===== config.mk =====
export PLATFORM = sky130hd
export DESIGN_NAME = gpx_irq_top
export DESIGN_NICKNAME = d
export VERILOG_FILES = /design/src/rtl/gpx_pkg.sv /design/src/rtl/gpx_cfg_reg.sv /design/src/rtl/gpx_ctrl.sv /design/src/rtl/gpx_datapath.sv /design/src/rtl/gpx_irq_top.sv
export SDC_FILE = /design/constraint.sdc
export NUM_CORES = 1
export LEC_CHECK = 0
export BUFFER_PORTS_ARGS = -buffer_cell sky130_fd_sc_hd__buf_2
export CAP_MARGIN = 15
export CORE_ASPECT_RATIO = 1.5
export CORE_MARGIN = 3
export CORE_UTILIZATION = 50
export DETAILED_ROUTE_END_ITERATION = 16
export GPL_TIMING_DRIVEN = 0
export PLACE_DENSITY = 0.73
export REMOVE_ABC_BUFFERS = 1
export SETUP_SLACK_MARGIN = 0.05
export SLEW_MARGIN = 20
export SYNTH_ARGS = -nofsm -noshare
export SYNTH_HDL_FRONTEND = slang
export SYNTH_HIERARCHICAL = 1
export SYNTH_SLANG_ARGS = --single-unit

===== constraint.sdc =====
create_clock -name clk -period 2.9 [get_ports clk]
set_input_delay 0 -clock clk [delete_from_list [all_inputs] [get_ports clk]]
set_output_delay 0 -clock clk [all_outputs]
set_load 0.02 [all_outputs]

===== src/rtl/gpx_pkg.sv =====
package gpx_pkg;

  localparam int PIN_COUNT   = 8;
  localparam int ADDR_BITS   = 8;
  localparam int SYNC_DEPTH  = 2;

  // Register addresses: the input port, then the block of config registers
  localparam int ADDR_PORT    = 'h00;
  localparam int ADDR_LATCH   = 'h42;
  localparam int ADDR_PULLEN  = 'h43;
  localparam int ADDR_PULLSEL = 'h44;
  localparam int ADDR_MASK    = 'h45;

  typedef enum logic [2:0] {
    SEL_NONE,
    SEL_PORT,
    SEL_LATCH,
    SEL_PULLEN,
    SEL_PULLSEL,
    SEL_MASK
  } rdSel_t;

  // Strobes from control to datapath
  typedef struct packed {
    logic   portRead;
    logic   wrLatch;
    logic   wrPullEn;
    logic   wrPullSel;
    logic   wrMask;
    rdSel_t rdSel;
  } regStrobes_t;

endpackage


===== src/rtl/gpx_cfg_reg.sv =====
module gpx_cfg_reg #(
  parameter int             W         = 8,
  parameter logic [W-1:0]   RESET_VAL = '0
) (
  input  logic         clk,
  input  logic         rstN,
  input  logic         we,
  input  logic [W-1:0] d,
  output logic [W-1:0] q
);

  always_ff @(posedge clk or negedge rstN) begin
    if (!rstN)   q <= RESET_VAL;
    else if (we) q <= d;
  end

endmodule


===== src/rtl/gpx_ctrl.sv =====
module gpx_ctrl
  import gpx_pkg::*;
#(
  parameter int ADDR_W = ADDR_BITS
) (
  input  logic [ADDR_W-1:0] addr,
  input  logic              wrStrobe,
  input  logic              rdStrobe,
  output regStrobes_t       strb
);

  always_comb begin
    strb = '0;
    strb.rdSel = SEL_NONE;
    unique case (addr)
      ADDR_W'(ADDR_PORT):    strb.rdSel = SEL_PORT;
      ADDR_W'(ADDR_LATCH):   strb.rdSel = SEL_LATCH;
      ADDR_W'(ADDR_PULLEN):  strb.rdSel = SEL_PULLEN;
      ADDR_W'(ADDR_PULLSEL): strb.rdSel = SEL_PULLSEL;
      ADDR_W'(ADDR_MASK):    strb.rdSel = SEL_MASK;
      default:               strb.rdSel = SEL_NONE;
    endcase
    // Input port is read-only; only its read has a side effect
    strb.portRead  = rdStrobe && (strb.rdSel == SEL_PORT);
    strb.wrLatch   = wrStrobe && (strb.rdSel == SEL_LATCH);
    strb.wrPullEn  = wrStrobe && (strb.rdSel == SEL_PULLEN);
    strb.wrPullSel = wrStrobe && (strb.rdSel == SEL_PULLSEL);
    strb.wrMask    = wrStrobe && (strb.rdSel == SEL_MASK);
  end

endmodule


===== src/rtl/gpx_datapath.sv =====
module gpx_datapath
  import gpx_pkg::*;
#(
  parameter int NPINS  = PIN_COUNT,
  parameter int STAGES = SYNC_DEPTH
) (
  input  logic             clk,
  input  logic             rstN,
  input  logic [NPINS-1:0] pinIn,
  input  logic [NPINS-1:0] odMode,
  input  logic [NPINS-1:0] wrData,
  input  regStrobes_t      strb,
  output logic [NPINS-1:0] rdData,
  output logic             irqN,
  output logic [NPINS-1:0] pullUpEn,
  output logic [NPINS-1:0] pullDnEn,
  output logic [NPINS-1:0] maskVal,
  output logic [NPINS-1:0] pendingVal
);

  localparam logic [NPINS-1:0] MASK_RESET = '1;

  // Synchronizer chain
  logic [STAGES-1:0][NPINS-1:0] syncPipe;
  logic [NPINS-1:0]             pinSync;

  always_ff @(posedge clk or negedge rstN) begin
    if (!rstN) begin
      syncPipe <= '0;
    end else begin
      syncPipe[0] <= pinIn;
      for (int k = 1; k < STAGES; k++) syncPipe[k] <= syncPipe[k-1];
    end
  end
  assign pinSync = syncPipe[STAGES-1];

  // Configuration registers
  logic [NPINS-1:0] latchReg, pullEnReg, pullSelReg, maskReg;

  gpx_cfg_reg #(.W(NPINS), .RESET_VAL('0)) i_latch (
    .clk(clk), .rstN(rstN), .we(strb.wrLatch), .d(wrData), .q(latchReg));
  gpx_cfg_reg #(.W(NPINS), .RESET_VAL('0)) i_pullEn (
    .clk(clk), .rstN(rstN), .we(strb.wrPullEn), .d(wrData), .q(pullEnReg));
  gpx_cfg_reg #(.W(NPINS), .RESET_VAL('0)) i_pullSel (
    .clk(clk), .rstN(rstN), .we(strb.wrPullSel), .d(wrData), .q(pullSelReg));
  gpx_cfg_reg #(.W(NPINS), .RESET_VAL(MASK_RESET)) i_mask (
    .clk(clk), .rstN(rstN), .we(strb.wrMask), .d(wrData), .q(maskReg));

  // Change detection against the snapshot taken at the last port read
  logic [NPINS-1:0] refVal, pending, capVal, portView;

  always_ff @(posedge clk or negedge rstN) begin
    if (!rstN)              refVal <= '0;
    else if (strb.portRead) refVal <= pinSync;
  end

  for (genvar i = 0; i < NPINS; i++) begin : g_pin
    logic diff;
    assign diff = pinSync[i] ^ refVal[i];

    always_ff @(posedge clk or negedge rstN) begin
      if (!rstN) begin
        pending[i] <= 1'b0;
        capVal[i]  <= 1'b0;
      end else begin
        if (strb.portRead)  pending[i] <= 1'b0;
        else if (diff)      pending[i] <= 1'b1;
        // Capture the level seen at the first change only
        if (!pending[i] && diff) capVal[i] <= pinSync[i];
      end
    end

    assign portView[i] = (latchReg[i] && pending[i]) ? capVal[i] : pinSync[i];
    assign pullUpEn[i] = pullEnReg[i] &&  pullSelReg[i] && !odMode[i];
    assign pullDnEn[i] = pullEnReg[i] && !pullSelReg[i] && !odMode[i];
  end

  // Masking acts on held events, so mask writes take effect at once
  assign irqN = ~|(pending & ~maskReg);

  always_comb begin
    unique case (strb.rdSel)
      SEL_PORT:    rdData = portView;
      SEL_LATCH:   rdData = latchReg;
      SEL_PULLEN:  rdData = pullEnReg;
      SEL_PULLSEL: rdData = pullSelReg;
      SEL_MASK:    rdData = maskReg;
      default:     rdData = '0;
    endcase
  end

  assign maskVal    = maskReg;
  assign pendingVal = pending;

endmodule


===== src/rtl/gpx_irq_top.sv =====
module gpx_irq_top
  import gpx_pkg::*;
#(
  parameter int NPINS  = PIN_COUNT,
  parameter int ADDR_W = ADDR_BITS
) (
  input  logic              clk,
  input  logic              rstN,
  input  logic [NPINS-1:0]  pinIn,
  input  logic [NPINS-1:0]  odMode,
  input  logic [ADDR_W-1:0] addr,
  input  logic [NPINS-1:0]  wrData,
  input  logic              wrStrobe,
  input  logic              rdStrobe,
  output logic [NPINS-1:0]  rdData,
  output logic              irqN,
  output logic [NPINS-1:0]  pullUpEn,
  output logic [NPINS-1:0]  pullDnEn
);

  regStrobes_t      strb;
  logic [NPINS-1:0] maskVal;
  logic [NPINS-1:0] pendingVal;

  gpx_ctrl #(.ADDR_W(ADDR_W)) i_ctrl (
    .addr(addr), .wrStrobe(wrStrobe), .rdStrobe(rdStrobe), .strb(strb));

  gpx_datapath #(.NPINS(NPINS), .STAGES(SYNC_DEPTH)) i_dp (
    .clk(clk), .rstN(rstN), .pinIn(pinIn), .odMode(odMode), .wrData(wrData),
    .strb(strb), .rdData(rdData), .irqN(irqN), .pullUpEn(pullUpEn),
    .pullDnEn(pullDnEn), .maskVal(maskVal), .pendingVal(pendingVal));

endmodule


; Yosys cells after proc, flatten, opt, wreduce, memory -nomap -nowiden
; Cells that the tools add are included.
[op_classes]
n_bitwise = 10
n_eq_ne = 9
mux = 26
reduce_logical = 88
[op_table]
columns = cell, n
row1 = 1-bit logical AND, 53
row2 = 8-bit one-hot mux with 5 select lines, 1
row3 = 8-bit by 7-bit equality test with 1-bit output (second input constant), 4
row4 = 1-bit logical NOT, 25
row5 = 1-bit 2-to-1 mux, 24
row6 = 2-bit nonzero test, 8
row7 = 3-bit one-hot mux with 5 select lines, 1
row8 = 8-bit bitwise AND, 1
row9 = 8-bit logical NOT, 1
row10 = 8-bit inverter, 1
row11 = 8-bit OR reduction, 1
row12 = 1-bit bitwise XOR, 8
row13 = 3-bit by 2-bit equality test with 1-bit output (second input constant), 2
row14 = 3-bit equality test (second input constant), 2
row15 = 3-bit by 1-bit equality test with 1-bit output (second input constant), 1
[totals]
word_cells = 156
input_bits = 36
output_inout_bits = 25
regBits = 72

; Depth between registers and ports, before layout
[depth]
ltp_word = 5
depth_mapped = 8

; Cells and area by module
; The synthesis kept the hierarchy.
[modules_own_cells]
columns = mod, n_inst, seq_area_each_um2, cells_per_inst, area_each_um2
row1 = gpx_datapath, 1, 1001.0, 199, 2058.2
row2 = gpx_cfg_reg (i_dp.i_latch ...), 3, 200.2, 17, 331.6
row3 = gpx_cfg_reg (i_dp.i_mask), 1, 210.2, 17, 341.6
row4 = gpx_ctrl, 1, 0.0, 20, 133.9

; Least setup slack after synthesis
; No wires, ideal clock.
[synth_path]
path_kind = input-to-output
startpoint = in addr[5]
endpoint = out rdData[2]
t_arrival_ns = 1.600
path_slack_ns = 1.300
path_stages = 6
path_buffers = 2
path_cell_list = or4_4 -> nor2_1 -> buf_6 -> buf_12 -> nand2_1 -> o21ai_0
[synth_rtl]
columns = element, line_no
row1 = start: declaration, gpx_irq_top.sv:11  ; input logic [ADDR_W-1:0] addr,
row2 = end: declaration, gpx_irq_top.sv:15  ; output logic [NPINS-1:0] rdData,

==> tab_implementation.tex <==
\begin{tabular}{lr}
\hline
Metric & Value \\
\hline
\multicolumn{2}{l}{\textbf{Clocking}} \\
\quad CTS Root Buffer Type & sky130\_fd\_sc\_hd\_\_clkbuf\_8 \\
\quad Maximum buffer depth of the clock tree & 2 \\
\quad Gates resized, CTS repair & 0 \\
\quad Number of buffers inserted to repair setup after CTS & 0 \\
\quad Number of clock buffers inserted by TritonCTS & 9 \\
\quad Clk sinks & 72 \\
\quad Clock tree from TritonCTS & built \\
\quad Clock latency reported for the late side of the worst-skew pair & 0.35 ns \\
\quad Clk slew on worst S/H paths & 0.08 ns \\
\quad Hold-fix buffers at CTS & 17 \\
\quad CTS H-tree depth & 3 \\
\multicolumn{2}{l}{\textbf{Timing}} \\
\quad Pins Over Slew Limit & 0 \\
\quad Worst setup slack after layout & 0.537 ns \\
\quad Worst clock skew & 0.0124 ns \\
\quad Setup TNS & 0 ns \\
\quad Total of endpoints with negative setup slack in the final report & 0 \\
\quad Fraction of the cycle the final worst path needs & 81.5\% \\
\quad Slew at the pin closest to its max-slew limit & 1.04 ns \\
\quad Headroom to the max-slew limit & 30.7\% \\
\quad Final period demand of the worst path & 2.36 ns \\
\quad Highest clock frequency the design can meet & 423 MHz \\
\quad RSZ-0062 raised after global routing & false \\
\quad Final hold vios & 0 \\
\multicolumn{2}{l}{\textbf{Power}} \\
\quad Leakage power figure & 2.03 nW \\
\quad Power per Cell Area & 498 mW/mm\^{}2 \\
\quad Worst ir drop on vdd & 348 uV \\
\multicolumn{2}{l}{\textbf{Global route}} \\
\quad Maximum number of pins on one net before global-route repair & 51 \\
\quad Total gr overflow & 0 \\
\quad Number of antenna violations at the first check in global routing & 0 \\
\quad Number of global-route vias before repair & 2465 \\
\quad Overall global routing resource usage & 19.9\% \\
\quad First-pass GRT wire length & 12100 um \\
\multicolumn{2}{l}{\textbf{Floorplan}} \\
\quad Number of primary I/O pins & 61 \\
\quad Die H & 109 um \\
\quad Overall die area & 0.00812 mm\^{}2 \\
\quad Number of rows created at floorplan & 36 \\
\quad Die span in x & 74.6 um \\
\quad Core area & 0.00667 mm\^{}2 \\
\quad Initial standard-cell utilization of the core & 52.9\% \\
\multicolumn{2}{l}{\textbf{Cells and area}} \\
\quad Growth of design area from synthesis to finish & 21.5\% \\
\quad Non-filler instance count after layout & 450 \\
\quad Final layout net count & 405 \\
\quad Count of fill cells added during filler insertion & 524 \\
\quad Number of antenna repair diodes & 0 \\
\quad Fraction of layout cells with a size suffix above 1 & 39.8\% \\
\multicolumn{2}{l}{\textbf{Placed design}} \\
\quad Placed Cells & 417 \\
\quad Dpl hpwl & 5260 um \\
\quad Dpl ws & 0.593 ns \\
\quad PortBufs & 60 \\
\quad Gp weighted congestion & 0.780 \\
\multicolumn{2}{l}{\textbf{Critical path}} \\
\quad Max incr delay on CP & 0.83 ns \\
\quad Element type at the critical path start & input pin \\
\quad Arrival time reported for the critical path endpoint & 2.36 ns \\
\quad Cell chain of the critical path & buf\_2 > nor4b\_2 > and3\_1 > nor2b\_1 > a22oi\_1 > o221ai\_1 > buf\_2 \\
\quad Standard cell with the maximum stage delay on the critical path & sky130\_fd\_sc\_hd\_\_nor2b\_1 \\
\quad Family with the most delay on the worst path & simple AND/OR/NAND/NOR gates \\
\quad Count of buffer and inverter cells on the critical path & 2 \\
\quad Critical path peak fanout & 9 \\
\quad CP Data Required Time & 2.90 ns \\
\quad Most frequent cell on the critical path & sky130\_fd\_sc\_hd\_\_buf\_2 \\
\quad Capturing element type of the critical path & primary output \\
\quad Worst Path Class, Setup & input pin to primary output \\
\multicolumn{2}{l}{\textbf{Worst hold path}} \\
\quad Worst Hold Class & input pin to async pin \\
\multicolumn{2}{l}{\textbf{Run}} \\
\quad Max-cap violation count & 0 \\
\multicolumn{2}{l}{\textbf{Detailed routing}} \\
\quad First-iteration detailed-routing DRC count & 140 \\
\quad WL/cell & 16.6 um \\
\quad Wirelength, routed & 7490 um \\
\quad Vias & 2483 \\
\quad Number of detailed-route iterations in the first pass & 4 \\
\quad Via density & 5.52 \\
\quad Number of antenna-violating nets in the routed design & 0 \\
\quad DRC violations left & 0 \\
\multicolumn{2}{l}{\textbf{Synth}} \\
\quad Number of unique standard cell types used by synthesis & 35 \\
\quad Number of warning messages in the yosys log & 6 \\
\quad Avg Synthesized Cell Area & 12.3 um\^{}2 \\
\quad Number of synthesized flops with an enable pin & 0 \\
\quad Number of standard cells after synthesis & 287 \\
\quad Sequential fraction of the synthesis area & 51.3\% \\
\quad Flip-flop and latch count after synthesis & 72 \\
\quad Fraction of registers with async set/reset & 100\% \\
\quad Primary FF master, synth & sky130\_fd\_sc\_hd\_\_dfrtp\_1 \\
\quad Mapped cell area & 0.00353 mm\^{}2 \\
\multicolumn{2}{l}{\textbf{Outcome}} \\
\quad Run status & completed \\
\hline
\end{tabular}
cell usage after synthesis (2+ instances only):
cell type	instances	area share, %
sky130_fd_sc_hd__and3_1	2	0.35
sky130_fd_sc_hd__buf_6	6	1.9
sky130_fd_sc_hd__nand2_1	26	2.8
sky130_fd_sc_hd__mux2i_1	8	2.3
sky130_fd_sc_hd__mux2_4	38	16
sky130_fd_sc_hd__o21ai_0	25	3.5
sky130_fd_sc_hd__dfrtp_1	64	45
sky130_fd_sc_hd__a22oi_2	6	2.1
sky130_fd_sc_hd__nor2b_1	2	0.35
sky130_fd_sc_hd__o22ai_1	4	0.71
sky130_fd_sc_hd__mux2_2	8	2.6
sky130_fd_sc_hd__a22oi_1	2	0.43
sky130_fd_sc_hd__nor2_1	12	1.3
sky130_fd_sc_hd__nand4_1	2	0.35
sky130_fd_sc_hd__clkbuf_1	2	0.21
sky130_fd_sc_hd__nor3b_1	8	1.7
sky130_fd_sc_hd__nor4_1	3	0.53
sky130_fd_sc_hd__dfstp_2	8	6.0
sky130_fd_sc_hd__a21oi_1	10	1.4
sky130_fd_sc_hd__xnor2_1	8	2.0
sky130_fd_sc_hd__inv_1	16	1.7
sky130_fd_sc_hd__o21ai_1	6	0.85
sky130_fd_sc_hd__nor3_1	2	0.28
sky130_fd_sc_hd__and3b_1	8	2.0
cells by family (layout without fill, tap and decap cells):
group                     count (synthesis)  in the layout  synth area share (%)
DFF                                      72             72                  51.3
muxes                                    54             54                  21.0
AOI/OAI and AO/OA                        58             58                  10.3
xor gates and xnor gates                  9              9                  2.23
and+or+nand+nor                          68             68                  10.6
buffers and inverters                    26            113                  4.54
worst paths after layout:
kind / from / end / slack (ns) / cells past startpoint
max: addr[5] / rdData[1] / 0.54 / 7
min: rstN / i_dp/i_latch/q[5]$_DFFE_PN0P_ / 0.09 / 2
max reg2reg: i_dp/pinSync[2]$_DFF_PN0_ / i_dp/pendingVal[2]$_DFFE_PN0P_ / 2.04 / 2
min reg2reg: i_dp/syncPipe[1]$_DFF_PN0_ / i_dp/pinSync[1]$_DFF_PN0_ / 0.35 / 0
max in group asynchronous: rstN / i_dp/i_mask/q[7]$_DFFE_PN1P_ / 2.21 / 3
min in group clk: addr[4] / i_dp/i_pullEn/q[5]$_DFFE_PN0P_ / 0.24 / 4
final cells by class:
class	instances	area (um^2)	area share [%]
Multi-Input combinational cell	189	1580	36.8
Timing Repair Buffer	81	538	12.6
Clock inverter	6	67.6	1.58
Sequential cell	72	1810	42.3
Inverter	16	60.1	1.40
Tap cell	76	95.1	2.22
Clock buffer	10	138	3.21
report_power, final:
group	leakage, nW	internal (mW)	switching (mW)
combinational	1.11	0.119	0.0957
sequential	0.821	1.06	0.0482
clock	0.0989	0.423	0.388
metal layers:
metal / vias to the layer above / wire length (um) / share of wire [%] / global-route usage [%]
li1: 1176 / - / - / -
met1: 1223 / 3220 / 43 / 25.6
met2: 69 / 3750 / 50 / 31.9
met3: 15 / 382 / 5.1 / 5.26
met4: 0 / 136 / 1.8 / 7.63
met5: - / 0 / 0 / 0
stage by stage:
step           total power, mW  utilization (%)  hold slack, ns  area, um^2
5_1_grt                   2.24             64.3           0.102        4290
4_1_cts                   2.16             64.3          0.0747        4290
2_1_floorplan             1.24                -          -0.296        3430
3_3_place_gp              1.31             57.4           0.108        3820
3_5_place_dp              1.33             58.7         -0.0783        3910
6_report                  2.13             64.3          0.0862        4290
registers in the layout (all words and copies together) (netlist names):
| signal | flops |
|---|---|
| i_dp/refVal | 8 |
| i_dp/pendingVal | 8 |
| i_dp/syncPipe | 8 |
| i_dp/i_mask/q | 8 |
| i_dp/i_pullEn/q | 8 |
| i_dp/i_pullSel/q | 8 |
| i_dp/capVal | 8 |
| i_dp/i_latch/q | 8 |
| i_dp/pinSync | 8 |
cell usage in the layout (no fill, tap or decap), types with 2 or more instances in the layout:
cell type / synthesis / final
sky130_fd_sc_hd__nor3b_1: 8 / 8
sky130_fd_sc_hd__a21oi_2: 0 / 2
sky130_fd_sc_hd__a22oi_1: 2 / 2
sky130_fd_sc_hd__mux2_2: 8 / 8
sky130_fd_sc_hd__and3b_1: 8 / 8
sky130_fd_sc_hd__dfstp_2: 8 / 8
sky130_fd_sc_hd__xnor2_1: 8 / 8
sky130_fd_sc_hd__clkbuf_8: 0 / 10
sky130_fd_sc_hd__nor2b_1: 2 / 2
sky130_fd_sc_hd__nand2_1: 26 / 26
sky130_fd_sc_hd__dlygate4sd3_1: 0 / 17
sky130_fd_sc_hd__dfrtp_1: 64 / 64
sky130_fd_sc_hd__o21ai_0: 25 / 25
sky130_fd_sc_hd__nor4_1: 3 / 3
sky130_fd_sc_hd__and3_1: 2 / 2
sky130_fd_sc_hd__a22oi_2: 6 / 6
sky130_fd_sc_hd__nor3_2: 0 / 2
sky130_fd_sc_hd__buf_6: 6 / 2
sky130_fd_sc_hd__nand4_1: 2 / 2
sky130_fd_sc_hd__o22ai_1: 4 / 4
sky130_fd_sc_hd__mux2i_1: 8 / 8
sky130_fd_sc_hd__nor2_1: 12 / 11
sky130_fd_sc_hd__a21oi_1: 10 / 8
sky130_fd_sc_hd__buf_2: 1 / 59
sky130_fd_sc_hd__clkinvlp_4: 0 / 2
sky130_fd_sc_hd__o21ai_1: 6 / 6
sky130_fd_sc_hd__mux2_4: 38 / 38
sky130_fd_sc_hd__inv_1: 16 / 16
worst register-to-register path, cell delays in order, from the launching register on:
cell and delay, ns:
sky130_fd_sc_hd__dfrtp_1 0.42, sky130_fd_sc_hd__xnor2_1 0.19, sky130_fd_sc_hd__a21oi_1 0.09
(Power assumes the default switching activity.)
